File: src/rtl/pmt_pkg.sv
package pmt_pkg;
  typedef logic mode_t;
  localparam mode_t MODE_SUP = 1'b1;
  localparam mode_t MODE_USR = 1'b0;
endpackage

File: src/rtl/pmt_rst_sync.sv
module pmt_rst_sync #(
  parameter int STAGES = 2
) (
  input  logic clk,
  input  logic rst_n,
  output logic rst_sync_n
);
  logic [STAGES-1:0] sync_q;

  always_ff @(posedge clk or negedge rst_n) begin
    if (!rst_n) sync_q <= '0;
    else        sync_q <= {sync_q[STAGES-2:0], 1'b1};
  end

  assign rst_sync_n = sync_q[STAGES-1];
endmodule

File: src/rtl/pmt_commit_mode.sv
module pmt_commit_mode
  import pmt_pkg::*;
(
  input  logic  clk,
  input  logic  rst_n,
  input  logic  retire_valid,
  input  logic  retire_chg,
  input  mode_t retire_new_mode,
  output mode_t commit_q,
  output mode_t commit_nxt
);
  logic commit_en;

  always_comb begin
    commit_en  = retire_valid & retire_chg;
    commit_nxt = commit_en ? retire_new_mode : commit_q;
  end

  always_ff @(posedge clk or negedge rst_n) begin
    if (!rst_n)         commit_q <= MODE_SUP;
    else if (commit_en) commit_q <= commit_nxt;
  end
endmodule

File: src/rtl/pmt_ckpt_file.sv
module pmt_ckpt_file
  import pmt_pkg::*;
#(
  parameter int NUM_CKPT = 8,
  localparam int ID_W = $clog2(NUM_CKPT)
) (
  input  logic            clk,
  input  logic            rst_n,
  input  logic            alloc,
  input  logic [ID_W-1:0] alloc_id,
  input  logic            block_wr,
  input  mode_t           snap_mode,
  input  logic [ID_W-1:0] rd_id,
  output mode_t           rd_mode
);
  mode_t slot_q [NUM_CKPT];

  for (genvar g = 0; g < NUM_CKPT; g++) begin : g_slot
    logic wr_en;
    always_comb wr_en = alloc & ~block_wr & (alloc_id == ID_W'(g));
    always_ff @(posedge clk or negedge rst_n) begin
      if (!rst_n)     slot_q[g] <= MODE_SUP;
      else if (wr_en) slot_q[g] <= snap_mode;
    end
  end

  always_comb rd_mode = slot_q[rd_id];
endmodule

File: src/rtl/pmt_future_mode.sv
module pmt_future_mode
  import pmt_pkg::*;
(
  input  logic  clk,
  input  logic  rst_n,
  input  logic  flush_req,
  input  mode_t flush_mode,
  input  logic  restore_req,
  input  mode_t restore_mode,
  input  logic  irq_entry,
  input  logic  fetch_valid,
  input  logic  fetch_chg,
  input  mode_t fetch_new_mode,
  output mode_t fut_q
);
  mode_t fut_nxt;
  logic  fut_en;

  always_comb begin
    fut_en  = 1'b1;
    fut_nxt = fut_q;
    if (flush_req)                     fut_nxt = flush_mode;
    else if (restore_req)              fut_nxt = restore_mode;
    else if (irq_entry)                fut_nxt = MODE_SUP;
    else if (fetch_valid && fetch_chg) fut_nxt = fetch_new_mode;
    else                               fut_en  = 1'b0;
  end

  always_ff @(posedge clk or negedge rst_n) begin
    if (!rst_n)      fut_q <= MODE_SUP;
    else if (fut_en) fut_q <= fut_nxt;
  end
endmodule

File: src/rtl/priv_mode_tracker.sv
module priv_mode_tracker
  import pmt_pkg::*;
#(
  parameter int NUM_CKPT = 8,
  localparam int ID_W = $clog2(NUM_CKPT)
) (
  input  logic            clk,
  input  logic            rst_n,
  input  logic            fetch_valid,
  input  logic            fetch_chg,
  input  logic            fetch_new_mode,
  input  logic            irq_entry,
  input  logic            ckpt_alloc,
  input  logic [ID_W-1:0] ckpt_alloc_id,
  input  logic            restore_req,
  input  logic [ID_W-1:0] restore_id,
  input  logic            flush_req,
  input  logic            retire_valid,
  input  logic            retire_chg,
  input  logic            retire_new_mode,
  input  logic            dec_valid,
  input  logic            dec_priv,
  input  logic            dec_tag,
  output logic            fut_mode,
  output logic            commit_mode,
  output logic            dec_viol
);
  logic  rst_sync_n;
  mode_t commit_nxt;
  mode_t ckpt_rd_mode;
  logic  redirect;

  pmt_rst_sync #(.STAGES(2)) u_rst (
    .clk(clk), .rst_n(rst_n), .rst_sync_n(rst_sync_n)
  );

  pmt_commit_mode u_commit (
    .clk(clk), .rst_n(rst_sync_n),
    .retire_valid(retire_valid), .retire_chg(retire_chg),
    .retire_new_mode(retire_new_mode),
    .commit_q(commit_mode), .commit_nxt(commit_nxt)
  );

  always_comb redirect = restore_req | flush_req;

  pmt_ckpt_file #(.NUM_CKPT(NUM_CKPT)) u_ckpt (
    .clk(clk), .rst_n(rst_sync_n),
    .alloc(ckpt_alloc), .alloc_id(ckpt_alloc_id),
    .block_wr(redirect), .snap_mode(fut_mode),
    .rd_id(restore_id), .rd_mode(ckpt_rd_mode)
  );

  pmt_future_mode u_fut (
    .clk(clk), .rst_n(rst_sync_n),
    .flush_req(flush_req), .flush_mode(commit_nxt),
    .restore_req(restore_req), .restore_mode(ckpt_rd_mode),
    .irq_entry(irq_entry),
    .fetch_valid(fetch_valid), .fetch_chg(fetch_chg),
    .fetch_new_mode(fetch_new_mode),
    .fut_q(fut_mode)
  );

  always_comb dec_viol = dec_valid & dec_priv & (dec_tag == MODE_USR);
endmodule

File: config.mk
export PLATFORM = sky130hd
export DESIGN_NAME = priv_mode_tracker
export DESIGN_NICKNAME = d
export VERILOG_FILES = /design/src/rtl/pmt_pkg.sv /design/src/rtl/pmt_rst_sync.sv /design/src/rtl/pmt_commit_mode.sv /design/src/rtl/pmt_ckpt_file.sv /design/src/rtl/pmt_future_mode.sv /design/src/rtl/priv_mode_tracker.sv
export SDC_FILE = /design/constraint.sdc
export NUM_CORES = 1
export LEC_CHECK = 0
export ABC_CLOCK_PERIOD_IN_PS = 1600
export BUFFER_PORTS_ARGS = -buffer_cell sky130_fd_sc_hd__buf_2
export CORE_AREA = 2 2 39 41
export CTS_CLUSTER_SIZE = 28
export DETAILED_ROUTE_END_ITERATION = 16
export DIE_AREA = 0 0 41 43
export PLACE_DENSITY = 0.78
export SKIP_LAST_GASP = 1
export SLEW_MARGIN = 0
export SYNTH_ARGS = -nofsm -noshare
export SYNTH_HDL_FRONTEND = slang
export SYNTH_HIERARCHICAL = 1
export SYNTH_SLANG_ARGS = --single-unit
File: constraint.sdc
create_clock -name clk -period 1.6 [get_ports clk]
set_clock_uncertainty 0.15 [all_clocks]
set_input_delay 0.32 -clock clk [delete_from_list [all_inputs] [get_ports clk]]
set_output_delay 0.32 -clock clk [all_outputs]
set_load 0.1 [all_outputs]
==> metrics.cfg <==
[outcome]
status=finished with violations
violations=setup timing

[sta]
final-setup-viol-count=1
slew_violations=0
fin_crit_ps=1616
finalHoldViolCount=0
rsz0062_at_grt=true
min_period_over_period_pct=101.0
setup_ws_ps=-16.35
tns_ps=-16.35
max_freq_mhz=618.7

[synth]
synth_top_cell_by_area=dfstp_2
ys_seq_elements=12
synthCells=48
syn-cell-area_sq_um=629.4
synth_seq_area_share_pct=49.70
ys_types=18
yosys_warnings=6
avgSynthCellArea_sq_um=13.11
synthTopCellsByArea=dfstp_2 42%, mux2_2 20%, mux4_1 8.3%
synth_top_area_share_pct=41.75
synth_fp_nets=69

[global_routing]
overflow=0
grt_pass1_vias=505
grt_use_total_pct=17.37
grt_first_pass_wirelength_mm=1.945
grt_max_degree=11
grt_antenna_before_repair=0

[placement]
preCtsSetupSlack_ps=-175.2
port_buffers=23
dp_hpwl_microns=985.5
place_area_sq_um=822.0
gp_congestion=0.7576
dp.cells=89

[detailed_routing]
vias=496
ant_nets=0
drt_iter0_drc=1
routed_wl_mm=1.227
drc=0
via_per_inst=5.167
drtPass1Iterations=2
wl_per_cell_microns=12.78

[worst_setup_path]
path_class=flip-flop to flip-flop
crit_path_max_incr_delay_ps=460
end_kind=flip-flop
crit_slowest_cell=mux4_2
start_kind=flip-flop
worstPathCellList=mux4_2 > mux2_4 > nor2b_2 > o31a_1 > o21ai_1
arrival_ps=1650
cp_max_fo=2
critPathRequiredTime_ps=1630

[final_layout]
seq_area_sq_um=312.8
stdcell_count=96
fill_cells=113
syn2layout_area_growth_pct=40.76
final_area_sq_um=885.9
antenna_cells=0
drive_gt1_share_pct=71.25
multiInputGateArea_sq_um=316.6
nets=102

[floorplan]
core-area_sq_um=1384
die_w_microns=41
die_area_sq_um=1763
io_pins=24
chipHeight_microns=43
initial_core_util_pct=45.48
row_count=14

[clock_network]
cts_sinks=12
clock_latency_ps=260
cts_root_buf=clkbuf_4
cts_max_level=1
cts_max_path_buffers=2
cts_tree=yes
tritoncts.num_buffers=3
clk_pin_slew_ps=70

[pwr]
total_power_w=0.0009293
p_leak_nw=0.3861
powerDensity_nw_per_um2=1049
ir_drop_v=0.0007077

[min_path]
min_path_type=primary input to flip-flop

[run]
cap_violations=0

==> state kept, by name (all words and copies together), names as in the netlist <==
signal / flops
u_ckpt/slot_q: 8
u_rst/sync_q: 2
u_commit/commit_q: 1
u_fut/fut_q: 1
==> cell type report <==
class,count,area share [%]
tap,16,2.260
timing repair buffer,28,22.60
sequential,12,35.31
multi-input combinational,36,35.73
clock buffer,4,4.096
==> metal layers <==
| metal | vias up | global-route usage, % | share of wire [%] |
|---|---|---|---|
| li1 | 241 | - | - |
| met1 | 236 | 17.02 | 38 |
| met2 | 15 | 28.13 | 53 |
| met3 | 4 | 4.712 | 6.5 |
| met4 | 0 | 14.00 | 2.9 |
| met5 | - | 0 | 0 |
==> layout by cell type, fill, tap and decap left out, types with 2 or more instances in the layout <==
master,instances
nor2_1,2
dfrtp_1,2
buf_12,3
nor3b_1,2
nor3_1,2
dfstp_2,10
nand3b_1,3
buf_4,4
clkbuf_4,3
mux4_2,2
buf_2,20
mux2_2,10
nand2_1,5
==> logic make-up (layout without fill, tap and decap cells) <==
family | count (synthesis) | count (layout) | share of synthesized area (%)
AO/OA/AOI/OAI | 3 | 3 | 3.777
buffers and inverters | 0 | 32 | 0
flip-flops | 12 | 12 | 49.70
multiplexers | 13 | 13 | 28.03
other | 1 | 1 | 0.5958
AND/OR/NAND/NOR | 19 | 19 | 17.89
==> cell usage after synthesis (all sizes together) <==
library cell / instances
mux2: 11
nor2: 2
nand3b: 3
dfstp: 10
conb: 1
nor3b: 3
dfrtp: 2
and3b: 1
a2111oi: 1
o31a: 1
o21ai: 1
mux4: 2
nor3: 2
nand3: 1
nor2b: 1
nand2: 5
or2: 1
==> report_power, final <==
part           total [W]  internal [W]  switching, W  leakage, nW
Combinational   0.000263      0.000141      0.000121        0.237
Clock           0.000233      0.000138     0.0000945       0.0210
Sequential      0.000434      0.000394     0.0000406        0.128
==> worst max-delay path, delay by kind of cell, from the launching register on <==
| kind | cells | cell delay (ps) |
|---|---|---|
| flip-flops | 1 | 370 |
| multiplexers | 2 | 730 |
| AND/OR/NAND/NOR | 1 | 110 |
| AO/OA/AOI/OAI | 2 | 170 |
==> stage by stage <==
stage          util (%)  hold WS (ps)
2_1_floorplan         -        -125.6
3_3_place_gp      59.40        -43.79
3_5_place_dp      59.40        -44.75
4_1_cts           62.75         142.3
5_1_grt           64.01         136.6
6_report          64.01         146.9
==> what timing repair did <==
action,CTS,global route
buffers inserted,0,2
setup endpoints to repair,1,2
cloned,0,0
pin swaps,1,0
hold buffers,1,0
endpoints found under the hold margin,2,0
resized for setup,0,1
==> final timing paths <==
kind	startpoint	to	slack, ps	cells after the start
min in group asynchronous	rst_n	u_rst/sync_q[0]$_DFF_PN0_	210	2
max in group asynchronous	u_rst/sync_q[1]$_DFF_PN0_	u_commit/commit_q$_DFFE_PN1P_	990	0
setup reg to reg	u_ckpt/slot_q[0]$_DFFE_PN1P_	u_fut/fut_q$_DFFE_PN1P_	-20	5
hold reg to reg	u_rst/sync_q[0]$_DFF_PN0_	u_rst/sync_q[1]$_DFF_PN0_	210	0
setup / recovery	u_ckpt/slot_q[0]$_DFFE_PN1P_	u_fut/fut_q$_DFFE_PN1P_	-20	5
hold / removal	retire_new_mode	u_commit/commit_q$_DFFE_PN1P_	150	2
Note: power is estimated with default switching activity, not from simulation.
